File: config.mk
export PLATFORM = sky130hd
export DESIGN_NAME = usb_tx_serializer
export DESIGN_NICKNAME = d
export VERILOG_FILES = /design/src/rtl/usb_tx_pkg.sv /design/src/rtl/usb_tx_shifter.sv /design/src/rtl/usb_tx_line_enc.sv /design/src/rtl/usb_tx_serializer.sv
export SDC_FILE = /design/constraint.sdc
export NUM_CORES = 1
export LEC_CHECK = 0
export BUFFER_PORTS_ARGS = -buffer_cell sky130_fd_sc_hd__buf_2
export CAP_MARGIN = 20
export CORE_AREA = 2 2 63 65
export CTS_BUF_LIST = sky130_fd_sc_hd__clkbuf_16
export CTS_CLUSTER_DIAMETER = 50
export DETAILED_ROUTE_END_ITERATION = 8
export DIE_AREA = 0 0 65 67
export GPL_ROUTABILITY_DRIVEN = 0
export PLACE_DENSITY = 0.75
export SYNTH_ARGS = -nofsm -noshare
export SYNTH_HDL_FRONTEND = slang
export SYNTH_SLANG_ARGS = --single-unit
File: constraint.sdc
create_clock -name clk -period 2.34 [get_ports clk]
set_input_delay 0.468 -clock clk [delete_from_list [all_inputs] [get_ports clk]]
set_output_delay 0.468 -clock clk [all_outputs]
set_load 0.02 [all_outputs]
File: src/rtl/usb_tx_pkg.sv
package usb_tx_pkg;

    typedef enum logic [2:0] {
        ST_IDLE,
        ST_SYNC_OUT,
        ST_PAYLOAD,
        ST_TAIL_FS,
        ST_TAIL_HS
    } tx_state_e;

    typedef enum logic [2:0] {
        SYM_HOLD,
        SYM_IDLE,
        SYM_BIT,
        SYM_STUFF,
        SYM_SE0,
        SYM_J
    } sym_e;

endpackage

File: src/rtl/usb_tx_shifter.sv
module usb_tx_shifter #(
    parameter int DATA_W = 8
) (
    input  logic              clk,
    input  logic              rst_n,
    input  logic              load,
    input  logic [DATA_W-1:0] load_val,
    input  logic              shift,
    output logic              ser_bit,
    output logic              last_bit
);
    localparam int CNT_W = $clog2(DATA_W);

    logic [DATA_W-1:0] sreg;
    logic [CNT_W-1:0]  cnt;

    always_ff @(posedge clk or negedge rst_n) begin
        if (!rst_n) begin
            sreg <= '0;
            cnt  <= '0;
        end else if (load) begin
            sreg <= load_val;
            cnt  <= '0;
        end else if (shift) begin
            sreg <= sreg >> 1;
            cnt  <= cnt + CNT_W'(1);
        end
    end

    assign ser_bit  = sreg[0];
    assign last_bit = (cnt == CNT_W'(DATA_W - 1));
endmodule

File: src/rtl/usb_tx_line_enc.sv
module usb_tx_line_enc
    import usb_tx_pkg::*;
#(
    parameter int STUFF_RUN = 6
) (
    input  logic clk,
    input  logic rst_n,
    input  sym_e sym,
    input  logic bit_val,
    input  logic count_en,
    input  logic clr_ones,
    input  logic lvl_reset,
    input  logic idle_se0,
    output logic stuff_due,
    output logic line_dat,
    output logic line_se0
);
    localparam int RUN_W = $clog2(STUFF_RUN + 1);

    logic             level;
    logic [RUN_W-1:0] ones;
    logic             bit_lvl;

    always_comb bit_lvl = bit_val ? level : ~level;

    always_ff @(posedge clk or negedge rst_n) begin
        if (!rst_n) begin
            level    <= 1'b1;
            ones     <= '0;
            line_dat <= 1'b1;
            line_se0 <= 1'b0;
        end else begin
            unique case (sym)
                SYM_HOLD: ;
                SYM_IDLE: begin
                    line_dat <= 1'b1;
                    line_se0 <= idle_se0;
                end
                SYM_BIT: begin
                    level    <= bit_lvl;
                    line_dat <= bit_lvl;
                    line_se0 <= 1'b0;
                    if (count_en)
                        ones <= bit_val ? ones + RUN_W'(1) : '0;
                end
                SYM_STUFF: begin
                    level    <= ~level;
                    line_dat <= ~level;
                    line_se0 <= 1'b0;
                    ones     <= '0;
                end
                SYM_SE0: begin
                    line_dat <= 1'b0;
                    line_se0 <= 1'b1;
                end
                SYM_J: begin
                    level    <= 1'b1;
                    line_dat <= 1'b1;
                    line_se0 <= 1'b0;
                end
                default: ;
            endcase
            if (lvl_reset) begin
                level <= 1'b1;
                ones  <= '0;
            end
            if (clr_ones)
                ones <= '0;
        end
    end

    assign stuff_due = (ones == RUN_W'(STUFF_RUN));
endmodule

File: src/rtl/usb_tx_serializer.sv
module usb_tx_serializer
    import usb_tx_pkg::*;
#(
    parameter int DATA_W        = 8,
    parameter int STUFF_RUN     = 6,
    parameter int HS_SYNC_BYTES = 4
) (
    input  logic              clk,
    input  logic              rst_n,
    input  logic              hs_mode,
    input  logic              bit_en,
    input  logic [DATA_W-1:0] tx_data,
    input  logic              tx_valid,
    output logic              tx_ready,
    output logic              line_dat,
    output logic              line_se0
);
    localparam int SYNC_W = (HS_SYNC_BYTES > 2) ? $clog2(HS_SYNC_BYTES) : 1;
    localparam logic [DATA_W-1:0] SYNC_PAD  = '0;
    localparam logic [DATA_W-1:0] SYNC_LAST = {1'b1, {(DATA_W-1){1'b0}}};
    localparam logic [DATA_W-1:0] HS_TAIL   = {{(DATA_W-1){1'b1}}, 1'b0};

    tx_state_e         state, state_n;
    logic [SYNC_W-1:0] sync_left, sync_n;
    logic [1:0]        tail_cnt, tail_n;
    logic              mode_q, mode_n;
    logic              hold_full, ending;
    logic [DATA_W-1:0] hold;

    sym_e              sym;
    logic              bit_val, count_en, clr_ones, lvl_reset;
    logic              ld, sh, take_hold;
    logic [DATA_W-1:0] ld_val;
    logic              ser_bit, last_bit, stuff_due;
    logic              accept, avail;
    logic [DATA_W-1:0] next_byte;

    assign tx_ready  = ((state == ST_SYNC_OUT) || (state == ST_PAYLOAD)) && !hold_full && !ending;
    assign accept    = tx_valid && tx_ready;
    assign avail     = hold_full || accept;
    assign next_byte = hold_full ? hold : tx_data;

    // State register and packet bookkeeping
    always_ff @(posedge clk or negedge rst_n) begin
        if (!rst_n) begin
            state     <= ST_IDLE;
            sync_left <= '0;
            tail_cnt  <= '0;
            mode_q    <= 1'b0;
            hold_full <= 1'b0;
            hold      <= '0;
            ending    <= 1'b0;
        end else begin
            state     <= state_n;
            sync_left <= sync_n;
            tail_cnt  <= tail_n;
            mode_q    <= mode_n;
            if (take_hold)
                hold_full <= 1'b0;
            else if (accept) begin
                hold      <= tx_data;
                hold_full <= 1'b1;
            end
            if (state == ST_IDLE)
                ending <= 1'b0;
            else if (((state == ST_SYNC_OUT) || (state == ST_PAYLOAD)) && !tx_valid)
                ending <= 1'b1;
        end
    end

    // Next state and symbol selection
    always_comb begin
        state_n   = state;
        sync_n    = sync_left;
        tail_n    = tail_cnt;
        mode_n    = mode_q;
        sym       = SYM_HOLD;
        bit_val   = 1'b0;
        count_en  = 1'b1;
        clr_ones  = 1'b0;
        lvl_reset = 1'b0;
        ld        = 1'b0;
        ld_val    = '0;
        sh        = 1'b0;
        take_hold = 1'b0;
        unique case (state)
            ST_IDLE: begin
                sym = SYM_IDLE;
                if (tx_valid) begin
                    state_n   = ST_SYNC_OUT;
                    ld        = 1'b1;
                    ld_val    = hs_mode ? SYNC_PAD : SYNC_LAST;
                    sync_n    = hs_mode ? SYNC_W'(HS_SYNC_BYTES - 1) : '0;
                    mode_n    = hs_mode;
                    lvl_reset = 1'b1;
                end
            end
            ST_SYNC_OUT, ST_PAYLOAD: begin
                if (bit_en) begin
                    if (stuff_due) begin
                        sym = SYM_STUFF;
                    end else begin
                        sym     = SYM_BIT;
                        bit_val = ser_bit;
                        sh      = 1'b1;
                        if (last_bit) begin
                            ld = 1'b1;
                            if ((state == ST_SYNC_OUT) && (sync_left != '0)) begin
                                ld_val = (sync_left == SYNC_W'(1)) ? SYNC_LAST : SYNC_PAD;
                                sync_n = sync_left - SYNC_W'(1);
                            end else if (avail) begin
                                ld_val    = next_byte;
                                take_hold = 1'b1;
                                state_n   = ST_PAYLOAD;
                            end else begin
                                ld_val   = HS_TAIL;
                                tail_n   = '0;
                                state_n  = mode_q ? ST_TAIL_HS : ST_TAIL_FS;
                                clr_ones = !mode_q;
                            end
                        end
                    end
                end
            end
            ST_TAIL_FS: begin
                if (bit_en) begin
                    sym    = (tail_cnt == 2'd2) ? SYM_J : SYM_SE0;
                    tail_n = tail_cnt + 2'd1;
                    if (tail_cnt == 2'd2)
                        state_n = ST_IDLE;
                end
            end
            ST_TAIL_HS: begin
                if (bit_en) begin
                    if (stuff_due) begin
                        sym = SYM_STUFF;
                    end else begin
                        sym      = SYM_BIT;
                        bit_val  = ser_bit;
                        count_en = 1'b0;
                        sh       = 1'b1;
                        if (last_bit)
                            state_n = ST_IDLE;
                    end
                end
            end
            default: state_n = ST_IDLE;
        endcase
    end

    usb_tx_shifter #(.DATA_W(DATA_W)) u_shift (
        .clk      (clk),
        .rst_n    (rst_n),
        .load     (ld),
        .load_val (ld_val),
        .shift    (sh),
        .ser_bit  (ser_bit),
        .last_bit (last_bit)
    );

    usb_tx_line_enc #(.STUFF_RUN(STUFF_RUN)) u_enc (
        .clk       (clk),
        .rst_n     (rst_n),
        .sym       (sym),
        .bit_val   (bit_val),
        .count_en  (count_en),
        .clr_ones  (clr_ones),
        .lvl_reset (lvl_reset),
        .idle_se0  (hs_mode),
        .stuff_due (stuff_due),
        .line_dat  (line_dat),
        .line_se0  (line_se0)
    );
endmodule

# After elaboration in Yosys (flattened, before gate mapping)
# Cells that the tools add are included.
# classes
n_addsub,4
n_eq_ne,26
mux,87
bitwise,2
reduce_logical,32
# ops
cell,count
2-to-1 mux 8 bit,11
2-to-1 mux 3 bit,19
2-to-1 mux 1 bit,34
2-to-1 mux 2 bit,13
"!= test 2 bit, second input constant",12
one-hot mux 8 bit (2 select lines),1
"equality test 3 bit, second input constant",5
"equality test 3 x 2 -> 1 bit, second input constant",4
one-hot mux 3 bit (4 select lines),1
nonzero test 2 bit,6
nonzero test 4 bit,3
AND reduction 10 bit,1
one-hot mux 3 bit (3 select lines),1
one-hot mux 2 bit (2 select lines),2
AND reduction 7 bit,1
"adder 3 x 1 -> 3 bit, second input constant",2
"equality test 3 x 1 -> 1 bit, second input constant",2
one-hot mux 1 bit (3 select lines),2
one-hot mux 3 bit (2 select lines),1
AND reduction 2 bit,3
AND reduction 6 bit,1
OR reduction 3 bit,2
logical AND 1 bit,5
zero test 1 bit,4
other kinds (12),15
# totals
regBits,35
in_bits,13

# Longest topological paths before layout
# Gate-level depths: netlist of run 1.
# depth
word_depth,14
mapped_depth,7
mapped_depth_nobuf,6

# Cells and area by module
# Synthesis of run 1 repeated with hierarchy kept, for this count alone.
# unflattened
cells_unflattened,220
hier_area_um2,2169.6
# by_module_without_submodules
mod,instances,cells_each,area_each_um2,seq_area_each_um2
usb_tx_serializer,1,130,1253.7,450.4
usb_tx_shifter,1,46,510.5,275.3
usb_tx_line_enc,1,44,405.4,152.6

# Worst setup path after synthesis of run 1
# Ideal clock, no wire load.
# synth_timing
kind,flip-flop to flip-flop
start,register u_enc.ones[0]
end,register tail_cnt[0]
setup_time_ns,0.127
t_arrival_ns,2.031
required_ns,2.213
slack_ns,0.181
stages_incl_launch_ff,8
path_buffers,1
path_cell_list,dfrtp_1 -> inv_1 -> ha_1 -> and2_4 -> buf_6 -> or4_4 -> a221o_1 -> mux2_1
# synth_between
elab_chain_cells,3
# synth_lines
item,line,rtl
start: declaration,usb_tx_line_enc.sv:21,logic [RUN_W-1:0] ones;
start signal: assignment,usb_tx_line_enc.sv:44,ones <= bit_val ? ones + RUN_W'(1) : '0;
equality test 3 bit,usb_tx_line_enc.sv:72,assign stuff_due = (ones == RUN_W'(STUFF_RUN));
!= test 2 bit (no line),-,
AND reduction 7 bit (no line),-,
end signal: assignment,usb_tx_serializer.sv:56,tail_cnt <= tail_n;
end: declaration,usb_tx_serializer.sv:25,"logic [1:0] tail_cnt, tail_n;"
# No other way between the ends.
# A chain may end at the register's enable or synchronous reset.

# Worst setup path in the final report of run 1
# layout_timing
start,register state[1]
end,output port tx_ready
# layout_between
elab_chain_cells,4
word_cells_on_any_way,5
# layout_lines
item,line,rtl
start: declaration,usb_tx_serializer.sv:23,"tx_state_e state, state_n;"
start signal: assignment,usb_tx_serializer.sv:54,state <= state_n;
equality test 3 x 1 -> 1 bit / equality test 3 x 2 -> 1 bit (equally long branches),usb_tx_serializer.sv:38,assign tx_ready = ((state == ST_SYNC_OUT) || (state == ST_PAYLOAD)) && !hold_full && !ending;
logical OR 1 bit (*),usb_tx_serializer.sv:38,
logical AND 1 bit (*) (2 in series),usb_tx_serializer.sv:38,
end: declaration,usb_tx_serializer.sv:14,"output logic tx_ready,"
# Mark *: on every way between the ends. The rest lies on a longest branch, timed or not.

==> summary.md, run 1 <==
| Metric | Value |
|---|---|
| Critical path launch point type | flip-flop |
| Overall Power | between 3 and 4 mW |
| Total CTS buffers | 5 |
| Die area | between 4000 and 5000 um2 |
| Worst EP required | roughly 1900 ps |
| Layout fillers | about 270 |
| Cells after Synth | ~220 |
| Share of cells above drive strength 1 | around a quarter |
| Met1 Resource Use GR | between 30% and 40% |
| Pin count of the biggest net entering global routing | 36 |
| Nets@finish | 260 |
| CTS sink cnt | 35 |
| Starting density of the core | approximately three fifths |
| Register Area | between 800 and 900 um2 |
| Antenna diode count | 0 |
| Worst slew pin tran | 763 ps |
| Die Y | approximately 67 um |
| Post-synthesis cell area | between 2000 and 2500 um2 |
| Ports | 16 |
| Non-Filler Instances | about 290 |
| R2R setup slack | between 150 and 200 ps |
| Row count | 22 |
| Bufs and invs on worst path | 1 |
| H-tree depth | 2 |
| Area of the multi-input gates | roughly 1200 um2 |
| Core Area | about 3600 um2 |
| Routed vias | about 1900 |
| RSZ-0062 raised after global routing | false |
| Max Fclk | 459 MHz |
| Synth async-reset ratio | 100% |
| DRT iter0 DRCs | roughly 170 |
| Final setup viols | 0 |
| Clk_lat worst skew | around 280 ps |
| Placed Instances | ~280 |
| Max-slew violation count | 0 |
| Seq cells post-synth | 35 |
| GR Overflow Total | 0 |
| Number of synthesized flops with an enable pin | 0 |
| Clock skew | slightly below 5 ps |
| Final Hold Vio Count | 0 |
| Met3 Use GR | around 4.7% |
| Met2 usage | a little under half |
| Relative slew slack | around half |
| Global Route Usage Sum | a little over a quarter |
| Root Driver | clkbuf_16 |
| Buffers on Ports | 15 |
| Post-layout min period | approximately 2200 ps |
| Crit path DAT | between 1500 and 2000 ps |
| Wire per inst | ~18 um |
| Setup TNS | 0 ps |
| Crit Path Category | reg -> out |
| Reg clk slew, reported paths | ~60 ps |
| Area delta synth->final | 16.2% |
| Initial DRT Pass Iterations | 5 |
| Mapped Nets | 235 |
| HPWL reported at the end of detailed placement | approximately 3.7 mm |
| Busiest layer in global routing | met2 |
| Worst-case hold slack | ~250 ps |
| Setup ws final | about 160 ps |
| Slowest Stage Delay on Critical Path | slightly below 600 ps |
| DRC viols | 0 |
| Post-CTS setup buffers | 0 |
| Placed cell areas | between 2000 and 2500 um2 |
| Routed WL | approximately 5 mm |
| Worst IR drop on VDD | ~0.65 mV |
| Initial antenna violation count | 0 |
| Antenna Nets Post-Route | 0 |
| Final core utilization | between 60 and 70% |
| Sequential area share after synthesis | 40.8% |
| Commonest non-fill, non-tap cell in the layout | dfrtp_1 |
| Ys flop type | dfrtp_1 |
| Power per cell area | ~1200 nW/um2 |
| Hold Crit Class | in -> async |
| Crit-path max FO | 11 |
| CTS tree | built |
| Pleak | roughly 1.1 nW |
| Warnings, synthesis | 0 |
| Status | finished clean |
| CP Capture Type | output pin |
| CTS Buffer Depth | 2 |
| Critical Path, Cell by Cell | xor2_2 -> nand2_1 -> nor3_1 -> buf_2 |
| First-pass GRT wire length | 8.78 mm |
| CP max-delay cell | dfrtp_1 |
| Post-route cell area | about 2500 um2 |
| Most frequent cells in the layout | dfrtp_1, mux2_2, buf_4 |
| Yosys cell types | 55 |
| CP top delay family | flip-flops |
| Vias/cell | between 6 and 7 |
| Dpl ws | between 150 and 200 ps |
| Hold buffers post-CTS | 0 |
| Final period util | approximately 93% |
| Vias in the first global route | between 1500 and 2000 |
| Post-Syn Area per Cell | around 10 um2 |
| Die span in x | ~65 um |
| Max_cap viols | 0 |
layout make-up:
class,count,share of cell area [%]
flip-flops and latches,35,35.1
multi-input cells,159,47.6
inverters,8,1.20
well taps,48,2.40
clock inverters,3,0.801
clock buffers,5,5.01
repair buffers,31,7.81
worst register-to-register path: cells and delay by family (launching register included):
family	cells	cell delay, ps
AND/OR/NAND/NOR	2	640
flip-flops	1	390
buffers and inverters	1	70
adder cells (fa/ha/maj)	1	240
AO/OA/AOI/OAI	1	390
multiplexers	1	330
state kept, by name, indices dropped and copies added, names as in the netlist:
signal,cells
u_enc.line_dat,1
hold,8
u_shift.cnt,3
hold_full,1
sync_left,2
ending,1
u_shift.sreg,8
u_enc.ones,3
u_enc.line_se0,1
state,3
tail_cnt,2
mode_q,1
u_enc.level,1
cell families after synthesis:
kind of cell / Yosys count / synth area share, %
AOI/OAI and AO/OA: 68 / 23.4
buffers and inverters: 21 / 4.19
and+or+nand+nor: 61 / 16.0
xor gates and xnor gates: 3 / 1.22
muxes: 20 / 10.3
adders and majority gates: 7 / 4.07
DFF: 35 / 40.8
Yosys cell counts, types with 3 or more instances:
master	count	area share [%]
dfrtp_1	33	38
mux2_2	16	8.4
nand2_1	14	2.4
o21ai_0	13	3.0
nor2_1	11	1.9
clkbuf_1	9	1.6
o211ai_1	9	3.1
o311ai_0	9	3.7
a21oi_1	8	1.9
inv_1	8	1.4
a2bb2oi_1	7	2.8
ha_1	7	4.1
nand3_1	6	1.4
nor3_1	6	1.4
nor2b_1	4	1.2
or3_1	4	1.2
buf_2	3	0.70
per-layer routing:
layer  part of all wire, %  routed length, um
met1                    40               2060
met2                    50               2560
met5                     0                  0
met4                   4.1                213
met3                   5.8                298
where the power goes:
part           internal [mW]  leakage [nW]  switching (mW)
Combinational          0.656         0.596           0.691
Clock                  0.392        0.0658           0.256
Sequential             0.887         0.425           0.197
worst paths after layout:
| check | startpoint | end | cells after the start |
|---|---|---|---|
| max | state[1] | tx_ready | 4 |
| min | rst_n | u_enc.line_se0 | 1 |
| max reg2reg | u_enc.ones[0] | tail_cnt[1] | 6 |
| min reg2reg | hold[3] | hold[3] | 1 |
| max in group asynchronous | rst_n | u_enc.ones[2] | 1 |
| min in group clk | tx_data[4] | hold[4] | 2 |
timing repair:
action | in CTS | in global routing
gates resized for setup | 0 | 1
setup endpoints to repair | 0 | 1
endpoints found under the hold margin | 0 | 0
(Power assumes the default switching activity.)
==> inputs of run 2 (changes only) <==
ABC_AREA = 1   (was not set)
PLACE_DENSITY = 0.74   (was 0.75)
==> run 2 against run 1 <==
  * Core utilization down 4.0 points
  * First-iteration DRC count down 60%
  * Worst hold slack better by 13 ps
  * Clock skew about the same
  * Sequential power down 6%
  * Global-route usage down 5.2 points
  * Design area down 5.8%
  * Critical path type is now reg -> reg
  * Critical endpoint is now u_shift.sreg[7]
  * Largest cell class unchanged
==> summary.md, run 2 <==
| Metric | Value |
|---|---|
| Yosys cell types | 32 (-42%) |
| Wire per inst | 12.4 um (-30%) |
| Crit Path Category | reg -> reg |
| CTS sink cnt | 35 (unchanged) |
| Pin count of the biggest net entering global routing | 36 (unchanged) |
| Buffers on Ports | 15 (unchanged) |
| Met2 wire length | 2.07 mm (-19%) |
| Post-layout min period | 1950 ps (-230 ps) |
| Core Area | 3610 um2 (unchanged) |
| Die Y | 67 um (unchanged) |
| Status | finished clean |
| Share of cells above drive strength 1 | 20.8% (-5.3 points) |
| Area share of the largest cell type after synthesis | 39.1% (+0.70 points) |
| Number of synthesized flops with an enable pin | 0 (unchanged) |
| DRT iter0 DRCs | 70 (-60%) |
| Global Route Usage Sum | 21.8% (-5.2 points) |
| Post-Syn Area per Cell | 7.83 um2 (-22%) |
| First-pass GRT wire length | 7.29 mm (-17%) |
| RSZ-0062 raised after global routing | false |
| CP Capture Type | flip-flop |
| Antenna Nets Post-Route | 0 (unchanged) |
| Row count | 22 (unchanged) |
| Bufs and invs on worst path | 3 (+2) |
| Synth async-reset ratio | 100% (unchanged) |
| Post-route cell area | 2350 um2 (-5.8%) |
| GR Overflow Total | 0 (unchanged) |
| Reg clk slew, reported paths | 60 ps (about the same) |
| Worst IR drop on VDD | 0.707 mV (+8.7%) |
| Vias/cell | 5.35 (-17%) |
| Ys flop type | dfrtp_1 |
| Clock skew | 4.78 ps (-0.0391 ps) |
| Seq cells post-synth | 35 (unchanged) |
| Final Hold Vio Count | 0 (unchanged) |
| Setup TNS | 0 ps (unchanged) |
| Max-slew violation count | 0 (unchanged) |
| Synth top cells by count | nand2_1, dfrtp_1, inv_1 |
| Post-synthesis cell area | 2110 um2 (-1.8%) |
| Hold Crit Class | in -> async |
| Critical path launch point type | flip-flop |
| Critical Path, Cell by Cell | ha_1 -> ha_1 -> inv_1 -> nor2_2 -> nand2_4 -> inv_2 -> nor2_2 -> nand2_2 -> inv_1 -> nand2_1 -> nand2_1 |
| Die span in x | 65 um (unchanged) |
| Root Driver | clkbuf_16 |
| Sequential area share after synthesis | 41.6% (+0.75 points) |
| DRC viols | 0 (unchanged) |
| Area delta synth->final | 11.4% |
| M1 WL | 1.83 mm (-11%) |
| Antenna diode count | 0 (unchanged) |
| Cells after Synth | 270 (+26%) |
| Crit-path max FO | 11 (unchanged) |
| Slowest Stage Delay on Critical Path | 400 ps (-180 ps) |
| Synth area leader | dfrtp_1 |
| Initial DRT Pass Iterations | 4 (-1) |
| Vias in the first global route | 1712 (-8.8%) |
| Top sig layer | met4 |
| Routed met3 length | 184 um (-38%) |
| Worst EP required | 2560 ps (+690 ps) |
| Hold buffers post-CTS | 0 (unchanged) |
| Initial antenna violation count | 0 (unchanged) |
| HPWL reported at the end of detailed placement | 3.04 mm (-18%) |
| CTS tree | built |
| Die area | 4360 um2 (unchanged) |
| Routed WL | 4.16 mm (-19%) |
| Final period util | 83.3% (-9.8 points) |
| Crit path DAT | 2170 ps (+460 ps) |
| CTS Buffer Depth | 2 (unchanged) |
| Final core utilization | 65.3% (-4.0 points) |
| Max_cap viols | 0 (unchanged) |
| Nets@finish | 307 (+18%) |
| H-tree depth | 2 (unchanged) |
| Post-CTS setup buffers | 0 (unchanged) |
| CP top delay family | simple AND/OR/NAND/NOR gates |
| Ports | 16 (unchanged) |
| Top cells by area, synth | dfrtp_1, nand2_1, inv_1 |
| Post-CTS sizing | 0 (unchanged) |
| Biggest regs | hold (8), u_shift.sreg (8) |
| R2R cell count | 11 (+5) |
| CP max-delay cell | dfrtp_1 |
| Pleak | 1.21 nW (+12%) |
| Relative slew slack | 48.3% (-0.90 points) |
| Warnings, synthesis | 0 (unchanged) |
| Placed cell areas | 2210 um2 (-5.9%) |
| Starting density of the core | 58.6% (-1.1 points) |
| Mapped Nets | 290 (+23%) |
| Most frequent cells in the layout | nand2_1, dfrtp_1, inv_1 |
| Routed vias | 1797 (-3.2%) |
| Clk_lat worst skew | 280 ps (about the same) |
| Worst slew pin tran | 776 ps (+13.5 ps) |
| Power per cell area | 1230 nW/um2 (+0.24%) |
| Total CTS buffers | 5 (unchanged) |
| Final setup viols | 0 (unchanged) |
| Max Fclk | 513 MHz (+12%) |
| Count leader, synth | nand2_1 |
| Commonest non-fill, non-tap cell in the layout | nand2_1 |
| Critical path depth in cells | 11 (+7) |
## run 2: final cells by class
cell class | count | area (um2)
Fill cell | 336 | 1250
Multi-Input combinational cell | 193 | 1060
Sequential cell | 35 | 878
Inverter | 37 | 139
Clock buffer | 5 | 125
Timing Repair Buffer | 15 | 75.1
Tap cell | 48 | 60.1
Clock inverter | 3 | 20.0
## run 2: logic make-up after synthesis
| group | after synthesis | share of synthesized area (%) |
|---|---|---|
| and+or+nand+nor | 133 | 31.3 |
| adders and majority gates | 7 | 4.14 |
| AOI/OAI and AO/OA | 52 | 14.2 |
| DFF | 35 | 41.6 |
| xor gates and xnor gates | 1 | 0.415 |
| buffers and inverters | 42 | 8.41 |
## run 2: metal layers
layer	vias to the layer above	global-route usage (%)
li1	912	-
met1	829	25.7
met2	46	39.0
met3	10	4.90
met4	0	6.91
met5	-	0
## run 2: report_power, final
| group | total (mW) | internal, mW | leakage, nW | switching [mW] |
|---|---|---|---|---|
| sequential | 1.02 | 0.857 | 0.438 | 0.167 |
| clock | 0.641 | 0.391 | 0.0658 | 0.250 |
| combinational | 1.24 | 0.429 | 0.711 | 0.813 |
## run 2: stage by stage
stage / power [mW] / std cells / hold slack (ps) / worst slack [ps]
after floorplan: 2.01 / 270 / 172 / 794
after global placement: 2.24 / 328 / 459 / 420
after detailed placement: 2.26 / 328 / 463 / 424
after CTS: 2.93 / 336 / 300 / 391
after global routing: 3.18 / 336 / 337 / 197
final: 2.91 / 336 / 268 / 391
## run 2: path summary, 6_finish.rpt
| path | startpoint | to | slack [ps] |
|---|---|---|---|
| max in group asynchronous | rst_n | u_shift.cnt[2] | 1570 |
| hold reg to reg | hold[3] | hold[3] | 480 |
| setup / recovery | u_shift.cnt[0] | u_shift.sreg[7] | 390 |
| setup reg to reg | u_shift.cnt[0] | u_shift.sreg[7] | 390 |
| hold / removal | rst_n | hold[1] | 270 |
| min in group clk | tx_data[3] | hold[3] | 450 |
